`config.mk`:
```
export PLATFORM = sky130hd
export DESIGN_NAME = mbx_irq_ctrl
export DESIGN_NICKNAME = d
export VERILOG_FILES = /design/src/rtl/mbx_pkg.sv /design/src/rtl/mbx_port_decode.sv /design/src/rtl/mbx_flag.sv /design/src/rtl/mbx_irq_ctrl.sv
export SDC_FILE = /design/constraint.sdc
export NUM_CORES = 1
export LEC_CHECK = 0
export BUFFER_PORTS_ARGS = -buffer_cell sky130_fd_sc_hd__buf_2
export CAP_MARGIN = 20
export CORE_AREA = 5 5 42 44
export DETAILED_ROUTE_END_ITERATION = 12
export DIE_AREA = 0 0 47 49
export PLACE_DENSITY = 0.56
export SLEW_MARGIN = 25
export SYNTH_ARGS = -nofsm -noshare
export SYNTH_HDL_FRONTEND = slang
export SYNTH_SLANG_ARGS = --single-unit
```
`constraint.sdc`:
```
create_clock -name clk_i -period 0.8 [get_ports clk_i]
set_input_delay 0.04 -clock clk_i [delete_from_list [all_inputs] [get_ports clk_i]]
set_output_delay 0.04 -clock clk_i [all_outputs]
set_load 0.1 [all_outputs]
```
`src/rtl/mbx_pkg.sv`:
```
package mbx_pkg;
  localparam int NUM_PORTS = 2;

  typedef struct packed {
    logic cs_n;
    logic we_n;
    logic oe_n;
    logic busy_n;
  } port_ctl_t;
endpackage

```
`src/rtl/mbx_port_decode.sv`:
```
module mbx_port_decode
  import mbx_pkg::*;
#(
  parameter int                ADDR_W   = 11,
  parameter logic [ADDR_W-1:0] SET_ADDR = '1,
  parameter logic [ADDR_W-1:0] CLR_ADDR = '0
) (
  input  logic              clk_i,
  input  logic              rst_ni,
  input  port_ctl_t         ctl_i,
  input  logic [ADDR_W-1:0] addr_i,
  output logic              set_o,
  output logic              clr_o
);
  logic sel;

  assign sel   = !ctl_i.cs_n && ctl_i.busy_n;
  assign set_o = sel && !ctl_i.we_n && (addr_i == SET_ADDR);
  // clear ignores the read/write level
  assign clr_o = sel && !ctl_i.oe_n && (addr_i == CLR_ADDR);

  a_r6_busy_gates: assert property (@(posedge clk_i) disable iff (!rst_ni)
    !ctl_i.busy_n |-> !set_o && !clr_o);
  a_r9_deselect_quiet: assert property (@(posedge clk_i) disable iff (!rst_ni)
    ctl_i.cs_n |-> !set_o && !clr_o);
endmodule

```
`src/rtl/mbx_flag.sv`:
```
module mbx_flag (
  input  logic clk_i,
  input  logic rst_ni,
  input  logic en_i,
  input  logic set_i,
  input  logic clr_i,
  output logic irq_no
);
  logic flag_q;

  always_ff @(posedge clk_i or negedge rst_ni) begin
    if (!rst_ni)     flag_q <= 1'b0;
    else if (!en_i)  flag_q <= 1'b0;
    else if (set_i)  flag_q <= 1'b1;
    else if (clr_i)  flag_q <= 1'b0;
  end

  assign irq_no = ~flag_q;

  a_r7_set_wins: assert property (@(posedge clk_i) disable iff (!rst_ni)
    en_i && set_i |=> !irq_no);
  a_r4_clear_releases: assert property (@(posedge clk_i) disable iff (!rst_ni)
    en_i && clr_i && !set_i |=> irq_no);
  a_r10_hold: assert property (@(posedge clk_i) disable iff (!rst_ni)
    en_i && !set_i && !clr_i |=> $stable(irq_no));
  a_r8_disabled_high: assert property (@(posedge clk_i) disable iff (!rst_ni)
    !en_i |=> irq_no);
endmodule

```
`src/rtl/mbx_irq_ctrl.sv`:
```
module mbx_irq_ctrl
  import mbx_pkg::*;
#(
  parameter int ADDR_W = 11
) (
  input  logic              clk_i,
  input  logic              rst_ni,
  input  logic              en_i,
  input  logic              a_cs_ni,
  input  logic              a_we_ni,
  input  logic              a_oe_ni,
  input  logic [ADDR_W-1:0] a_addr_i,
  input  logic              a_busy_ni,
  input  logic              b_cs_ni,
  input  logic              b_we_ni,
  input  logic              b_oe_ni,
  input  logic [ADDR_W-1:0] b_addr_i,
  input  logic              b_busy_ni,
  output logic              a_irq_no,
  output logic              b_irq_no
);
  // mailboxes: port A owns top-1, port B owns top
  localparam logic [ADDR_W-1:0] TOP_ADDR = '1;
  localparam logic [ADDR_W-1:0] MBX_A    = TOP_ADDR ^ ADDR_W'(1);
  localparam logic [ADDR_W-1:0] MBX_B    = TOP_ADDR;

  port_ctl_t         ctl  [NUM_PORTS];
  logic [ADDR_W-1:0] addr [NUM_PORTS];
  logic [NUM_PORTS-1:0] set_req, clr_req, irq_n;

  assign ctl[0]  = '{cs_n: a_cs_ni, we_n: a_we_ni, oe_n: a_oe_ni, busy_n: a_busy_ni};
  assign ctl[1]  = '{cs_n: b_cs_ni, we_n: b_we_ni, oe_n: b_oe_ni, busy_n: b_busy_ni};
  assign addr[0] = a_addr_i;
  assign addr[1] = b_addr_i;

  for (genvar p = 0; p < NUM_PORTS; p++) begin : g_port
    localparam logic [ADDR_W-1:0] OWN   = (p == 0) ? MBX_A : MBX_B;
    localparam logic [ADDR_W-1:0] OTHER = (p == 0) ? MBX_B : MBX_A;

    mbx_port_decode #(
      .ADDR_W   (ADDR_W),
      .SET_ADDR (OTHER),
      .CLR_ADDR (OWN)
    ) u_dec (
      .clk_i  (clk_i),
      .rst_ni (rst_ni),
      .ctl_i  (ctl[p]),
      .addr_i (addr[p]),
      .set_o  (set_req[p]),
      .clr_o  (clr_req[p])
    );

    // flag p is set by the opposite port, cleared by its owner
    mbx_flag u_flag (
      .clk_i  (clk_i),
      .rst_ni (rst_ni),
      .en_i   (en_i),
      .set_i  (set_req[NUM_PORTS-1-p]),
      .clr_i  (clr_req[p]),
      .irq_no (irq_n[p])
    );
  end

  assign a_irq_no = irq_n[0];
  assign b_irq_no = irq_n[1];

  a_r2_a_write_raises_b: assert property (@(posedge clk_i) disable iff (!rst_ni)
    en_i && !a_cs_ni && !a_we_ni && a_busy_ni && (a_addr_i == MBX_B) |=> !b_irq_no);
  a_r3_b_write_raises_a: assert property (@(posedge clk_i) disable iff (!rst_ni)
    en_i && !b_cs_ni && !b_we_ni && b_busy_ni && (b_addr_i == MBX_A) |=> !a_irq_no);
  a_r6_busy_a_holds_b: assert property (@(posedge clk_i) disable iff (!rst_ni)
    en_i && !a_busy_ni && b_cs_ni |=> $stable(b_irq_no));
  a_r6_busy_b_holds_a: assert property (@(posedge clk_i) disable iff (!rst_ni)
    en_i && !b_busy_ni && a_cs_ni |=> $stable(a_irq_no));
endmodule

```
Word level (Yosys, flattened, before mapping)
Cells that the tools add are included.
- reduce and logical (&&, ||, !) cells: 16
- bitwise logic cells: 2
- muxes and demuxes: 6
- eq/ne operators: 6
- operator list (operator ; number):
    == test 11 bit, second input constant ; 4
    logical AND 1 bit ; 10
    logical NOT 1 bit ; 6
    2-to-1 mux 1 bit ; 6
    != test 3 x 1 -> 1 bit, second input constant ; 2
    NOT 1 bit ; 2
- word-level logic and storage cells: 32
- output and inout port bits: 2
- input port bits: 33
- flip-flop bits (word level): 2

Depth between registers and ports, before layout
Gate-level depths: netlist of run 1.
- depth in word-level cells: 7
- mapped depth: 3
- depth with buffers taken out: 3

By module
Synthesis of run 1 repeated with hierarchy kept, for this count alone.
- cell total of the unflattened synthesis: 22
- area total of the unflattened synthesis: 187.7 um^2
- modules (own cells, without submodules) (module ; seq. area each (um^2) ; times used ; cells each ; area each (um^2)):
    mbx_port_decode ; 0.0 ; 2 ; 7 ; 51.3
    mbx_flag ; 25.0 ; 2 ; 4 ; 42.5

Worst setup path after synthesis of run 1
OpenSTA, ideal clock, no wires.
- kind: reg2out
- start: reg g_port[0].u_flag.flag_q
- end: out a_irq_no
- data arrival time: 0.946 ns
- required time: 0.760 ns
- path buffers: 0
- cell stages (with the launch flop): 2
- setup slack: -0.186 ns
- cells stage by stage: dfrtp_1 > inv_1
- word-level cells in the longest chain between the ends: 1
- RTL lines (item ; RTL line ; text):
    start: declaration ; mbx_flag.sv:9 ; logic flag_q;
    start signal: assignment ; mbx_flag.sv:12 ; if (!rst_ni) flag_q <= 1'b0;
    start signal: assignment ; mbx_flag.sv:13 ; else if (!en_i) flag_q <= 1'b0;
    start signal: assignment ; mbx_flag.sv:14 ; else if (set_i) flag_q <= 1'b1;
    NOT 1 bit ; mbx_flag.sv:18 ; assign irq_no = ~flag_q;
    end: declaration ; mbx_irq_ctrl.sv:19 ; output logic a_irq_no,
Every way passes these cells.

Worst setup path after layout of run 1
- start: reg g_port[1].u_flag.flag_q
- end: out b_irq_no
- word-level cells in the longest chain between the ends: 1
- RTL lines (item ; RTL line ; text):
    start: declaration ; mbx_flag.sv:9 ;
    start signal: assignment ; mbx_flag.sv:12 ;
    start signal: assignment ; mbx_flag.sv:13 ;
    start signal: assignment ; mbx_flag.sv:14 ;
    NOT 1 bit ; mbx_flag.sv:18 ;
    end: declaration ; mbx_irq_ctrl.sv:20 ; output logic b_irq_no
Every way passes these cells.

==> impl_metrics.yaml, run 1 <==
synth:
  synth_cell_types: 14
  synth.area.top_cells: "dfrtp_1, nand4_1, nand4b_1"
  synthSimpleGateAreaFrac_pct: 60.1
  syn_area_per_cell_um2: 7.51
  muxShareOfSynthArea_pct: 0
  syn_nets: 56
  synth_adder_area_share_pct: 0
  synth_top_family_by_area: "simple AND/OR/NAND/NOR gates"
  netlist_area_um2: 173
  synth-compound-area-share_pct: 6.52
  ys_seq_area_share_pct: 29.0
  ys_ff_latch: 2
  syn_inst: 23
  synth_xor_area_share_pct: 0
  yosysWarnings: 0
  synth_top_area_cell: "dfrtp_1"
  synth_top_area_share_pct: 29.0
critical_path:
  worstSetupEndpointType: "primary output"
  crit_type: "flip-flop to primary output"
  endpoint: "b_irq_no"
  reg2reg_setup_slack_ns: -0.08
  arrival_ns: 0.89
  ff2ff_path_depth: 4
  cp-start-kind: "flip-flop"
  r2r-end: "g_port[0].u_flag.flag_q"
  cp-startpoint: "g_port[1].u_flag.flag_q"
  crit_fanout: 2
  required_ns: 0.76
  reg2reg_from: "g_port[0].u_flag.flag_q"
sta:
  max_freq_mhz: 1070
  setup_violations: 3
  worstMarginPinSlew_ns: 0.266
  hold_viol_final: 0
  setup_slack_ns: -0.132
  fin_skew_ns: 0
  maxSlewViolCount: 0
  tns_ns: -0.328
  fin_crit_ns: 0.932
  rsz0062_at_grt: "yes"
  fin_crit_sh_pct: 116
  slew_headroom_pct: 82.0
routing:
  wl_per_cell_um: 9.53
  drtAntennaViolNets: 0
  num_vias: 334
  via_per_inst: 4.12
  drc_errors: 0
  drtIter0Drc: 2
  drt_pre_antenna_iters: 2
  wl_um: 772
power_and_ir_drop:
  p_per_area_mw_per_mm2: 907
  leakage_uw: 0.000235
  share_comb_of_total_power_pct: 23.6
  p_sw_share_pct: 21.1
  clkPwrFrac_pct: 52.6
  power_uw: 428
  power_switching_uw: 90.1
  ir_worst_vdd_mv: 0.293
  p_int_uw: 338
  seqPwrFrac_pct: 23.8
clock_tree:
  clock_latency_ns: 0.22
  cts_tree: "done"
  cts_buffers: 3
  htreeDepth: 1
  max-clock-path-buffers: 2
  path_clk_slew_ns: 0.03
  cts.sinks: 2
  ctsRootBufferMaster: "clkbuf_4"
global_routing:
  grt_usage_pct: 6.76
  antenna_found_initial: 0
  grt_max_degree: 4
  grt_pass1_wl_um: 1110
  grt_pass1_vias: 306
  overflow: 0
floorplan:
  dieArea_mm2: 0.00230
  rows: 14
  fp.dieH_um: 49
  start_util_pct: 12.3
  core_area_mm2: 0.00140
  chipWidth_um: 47
  io_pins: 35
cells_and_area:
  layout-drive-gt1-share_pct: 69.2
  largest_register_ff_count: 2
  area_growth_syn_to_layout_pct: 173
  nNetsFinal: 100
  reg_top3: "g_port.u_flag.flag_q: 2 flops"
  antenna_cells: 0
  top_register: "g_port.u_flag.flag_q"
job:
  drv_cap: 0
status:
  violations: "setup timing"
  outcome: "finished with violations"
place:
  gp_congestion: 0.600
  io_buffer_count: 34
min_path:
  hold_class: "input port to flip-flop"
[cells in the final DEF, fill, tap and decap left out]
cell and n:
nand3b_1 1, buf_6 1, buf_2 32, nand2_2 2
o21ai_1 1, clkinvlp_4 2, or4_1 1, nand2b_1 1
nand2_1 1, nand4_1 4, clkbuf_4 3, buf_12 2
buf_4 3, nor4_1 1, nor4b_1 1, nor2_1 2
o22ai_1 1, dlygate4sd3_1 1, nand4b_1 2, or3_1 1
dfrtp_1 2
[cell families after synthesis]
| group | Yosys count |
|---|---|
| buf+inv | 2 |
| simple gates | 17 |
| flops | 2 |
| compound gates | 2 |
[Yosys cell counts (all sizes together)]
cell and n:
nor4 1, nand4b 2, o21ai 1, o22ai 1, inv 2, or3 1, dfrtp 2, nand3b 1
nand2b 1, or4 1, nand2 3, nand4 4, nor2 2, nor4b 1
[layer usage]
metal  global-route usage, %  vias up  wire (um)
li1                        -      175          -
met3                    1.85        0        128
met2                    9.05       22        376
met5                       0        -          0
met1                    7.91      137        267
met4                    6.91        0          0
[critical path, stage by stage (launching register included)]
cell	delay, ns
dfrtp_1	0.38
clkinvlp_4	0.12
buf_12	0.17
[worst min-delay path by stage]
stage	startpoint	endpoint	slack (ns)	depth (start not counted)
floorplan	rst_ni	g_port[0].u_flag.flag_q	-0.26	0
global placement	rst_ni	g_port[0].u_flag.flag_q	-0.17	1
detailed placement	rst_ni	g_port[1].u_flag.flag_q	-0.17	1
CTS	b_we_ni	g_port[0].u_flag.flag_q	0.08	4
global route	b_we_ni	g_port[0].u_flag.flag_q	0.10	4
finish	b_we_ni	g_port[0].u_flag.flag_q	0.09	4
[power groups by stage]
stage	clock network (uW)	logic (uW)	registers [uW]
floorplan	0	14.7	103
global placement	0	95.8	103
detailed placement	0	97.4	103
CTS	246	102	102
global route	256	114	102
finish	225	101	102
[final cells by class]
class	instances	area [um^2]
flip-flops and latches	2	50.0
inverters	2	15.0
clock buffers	3	22.5
multi-input cells	19	120
well taps	16	20.0
fillers	164	930
repair buffers	39	244
[per-stage QoR]
step | std cells | util [%] | cell area, um^2 | hold slack (ns) | worst slack [ns]
after detailed placement | 74 | 29.1 | 408 | -0.173 | -0.141
after CTS | 80 | 32.5 | 455 | 0.0763 | -0.136
after global placement | 74 | 29.1 | 408 | -0.173 | -0.142
final | 81 | 33.7 | 472 | 0.0869 | -0.132
after floorplan | 23 | - | 180 | -0.256 | -0.0214
after global routing | 81 | 33.7 | 472 | 0.104 | -0.166
[repair_timing]
| item | 4_1_cts | 5_1_grt |
|---|---|---|
| hold buffers | 1 | 0 |
| pin swaps | 0 | 1 |
| gates cloned | 0 | 0 |
| setup endpoints to repair | 2 | 4 |
| setup buffers | 2 | 1 |
| endpoints found under the hold margin | 2 | 0 |
| gates resized for setup | 0 | 4 |
Note: power is estimated with default switching activity, not from simulation.
==> inputs of run 2 (changes only) <==
ABC_AREA = 1   (was not set)
PLACE_DENSITY = 0.6   (was 0.56)
clock period = 1 ns   (was 0.8 ns; I/O delays follow)
==> run 2 against run 1 <==
  * The run now ends clean
  * Utilization is 1.8 points higher
  * Register-to-register slack better by 0.47 ns
  * Count of clock-buffer cells in the layout stayed put
  * Combinational power is 9% lower
  * Sequential cell count stayed put
  * Critical path depth stayed put
  * Via count is 11% higher
  * Worst setup slack better by 0.22 ns
  * Largest power group unchanged
==> impl_metrics.yaml, run 2 <==
power_and_ir_drop:
  ir_worst_vdd_mv: 0.347
  p_sw_share_pct: 22.2
  p_int_uw: 272
  share_comb_of_total_power_pct: 26.4
  p_per_area_mw_per_mm2: 705
  clkPwrFrac_pct: 50.3
  power_switching_uw: 77.7
  power_uw: 350
  leakage_uw: 0.000316
  seqPwrFrac_pct: 23.3
floorplan:
  core_area_mm2: 0.00140
  rows: 14
  fp.dieH_um: 49
  start_util_pct: 17.4
  dieArea_mm2: 0.00230
  chipWidth_um: 47
  io_pins: 35
place:
  gp_congestion: 0.597
  dpl.hpwl_um: 702
  post-place-cells: 97
  io_buffer_count: 34
  place_area_um2: 464
routing:
  drc_errors: 0
  num_vias: 370
  drtAntennaViolNets: 0
  wl_um: 763
  via_per_inst: 3.66
  wl_per_cell_um: 7.55
  drt_pre_antenna_iters: 1
  drtIter0Drc: 0
cells_and_area:
  final_area_um2: 497
  regArea_um2: 50.0
  stdcell_count: 101
  antenna_cells: 0
  mostFrequentLayoutCells: "buf_2, nand2_1, inv_1"
  top_register: "g_port.u_flag.flag_q"
  nNetsFinal: 120
  layout_commonest_cell: "buf_2"
  multiInputGateArea_um2: 145
  largest_register_ff_count: 2
  layout-drive-gt1-share_pct: 47.1
  reg_top3: "g_port.u_flag.flag_q: 2 flops"
  fillers: 170
  area_growth_syn_to_layout_pct: 104
synth:
  syn_inst: 47
  synth_common_cells: "nand2_1, inv_1, nor2_1"
  synth_top_area_cell: "nand2_1"
  syn_area_per_cell_um2: 5.19
  syn_nets: 80
  yosysMostFrequentCell: "nand2_1"
  async_reset_ff_share_pct: 100
  synth_cell_types: 9
  synth.area.top_cells: "nand2_1, dfrtp_1, inv_1"
  synth_top_area_share_pct: 24.6
  synth_flop_cell: "dfrtp_1"
  netlist_area_um2: 244
  yosysWarnings: 0
  ys_seq_area_share_pct: 20.5
  synth_edf_count: 0
  ys_ff_latch: 2
critical_path:
  crit_fanout: 2
  worstSetupEndpointType: "primary output"
  path_cells: "inv_1, buf_12"
  cp_slowest_cell: "dfrtp_1"
  critPathBufInv: 2
  reg2reg_from: "g_port[0].u_flag.flag_q"
  required_ns: 0.95
  crit_type: "flip-flop to primary output"
  r2r-end: "g_port[0].u_flag.flag_q"
  ff2ff_path_depth: 2
  slowest_delay_ns: 0.37
  cp-start-kind: "flip-flop"
  arrival_ns: 0.86
  crit_family: "flip-flops"
  reg2reg_setup_slack_ns: 0.39
sta:
  max_freq_mhz: 1090
  hold_viol_final: 0
  worstMarginPinSlew_ns: 0.133
  fin_skew_ns: 0
  fin_crit_ns: 0.914
  fin_hold_ws_ns: 0.0676
  maxSlewViolCount: 0
  slew_headroom_pct: 91.2
  rsz0062_at_grt: "no"
  tns_ns: 0
  fin_crit_sh_pct: 91.4
  setup_violations: 0
clock_tree:
  ctsRootBufferMaster: "clkbuf_4"
  path_clk_slew_ns: 0.03
  post_cts_buffers: 0
  max-clock-path-buffers: 2
  cts_buffers: 3
  cts_resized: 0
  cts_tree: "done"
  cts.sinks: 2
  htreeDepth: 1
  cts_hold_buf: 1
  clock_latency_ns: 0.22
status:
  outcome: "finished, final reports clean"
global_routing:
  overflow: 0
  grt_max_degree: 3
  grt_pass1_vias: 334
  grt_pass1_wl_um: 1170
  grt_usage_pct: 6.91
  antenna_found_initial: 0
min_path:
  hold_end: "g_port[1].u_flag.flag_q"
  whs_path_depth: 3
  hold_class: "input port to flip-flop"
  hp-start: "en_i"
job:
  drv_cap: 0
==> run 2: changes by cell type in the layout (fill, tap and decap cells not counted), sizes merged, moves of 2 or more <==
cell | before | now
clkinvlp | 2 | 0
nand4 | 4 | 0
nor2 | 2 | 8
buf | 38 | 34
a21oi | 0 | 2
nand3 | 0 | 4
inv | 0 | 13
nand2 | 3 | 16
nand4b | 2 | 0
==> run 2: logic make-up after synthesis <==
group                  count (synthesis)  share of synthesized area, %
and+or+nand+nor                       30                          55.4
DFF                                    2                          20.5
buffers and inverters                 13                          20.0
AOI/OAI and AO/OA                      2                          4.10
==> run 2: worst max path at each step <==
stage | startpoint | endpoint | slack [ns] | depth (start not counted)
2_1_floorplan | g_port[0].u_flag.flag_q | a_irq_no | 0.004 | 1
4_1_cts | g_port[1].u_flag.flag_q | b_irq_no | 0.07 | 2
5_1_grt | g_port[0].u_flag.flag_q | a_irq_no | 0.02 | 2
3_5_place_dp | b_addr_i[5] | g_port[0].u_flag.flag_q | 0.31 | 7
6_report | g_port[1].u_flag.flag_q | b_irq_no | 0.09 | 2
3_3_place_gp | g_port[0].u_flag.flag_q | a_irq_no | 0.31 | 2
==> run 2: cell type report <==
cell class | instances | area share [%]
timing repair buffer | 35 | 42.3
multi-input combinational | 32 | 29.2
sequential | 2 | 10.1
inverter | 13 | 9.82
clock buffer | 3 | 4.53
tap | 16 | 4.03
==> run 2: worst register-to-register path: stages, from the launching register on <==
cell and delay (ns):
dfrtp_1 0.36, nand2_1 0.06, a21oi_1 0.06
==> run 2: routing by layer <==
| layer | part of all wire [%] | global-route usage [%] |
|---|---|---|
| met1 | 34 | 8.15 |
| met2 | 48 | 10.4 |
| met3 | 18 | 3.32 |
| met4 | 0 | 2.76 |
| met5 | 0 | 0 |
==> run 2: stage by stage <==
stage | worst slack, ns | util (%)
2_1_floorplan | 0.00436 | -
3_3_place_gp | 0.310 | 33.1
3_5_place_dp | 0.306 | 33.1
4_1_cts | 0.0694 | 35.4
5_1_grt | 0.0244 | 35.4
6_report | 0.0855 | 35.4
==> run 2: power groups by stage <==
| stage | logic, uW | clock network (uW) | registers (uW) |
|---|---|---|---|
| detailed placement | 90.5 | 0 | 82.4 |
| global placement | 88.8 | 0 | 82.4 |
| finish | 92.4 | 176 | 81.6 |
| floorplan | 26.1 | 0 | 82.4 |
| global route | 105 | 199 | 81.5 |
| CTS | 93.8 | 189 | 81.5 |
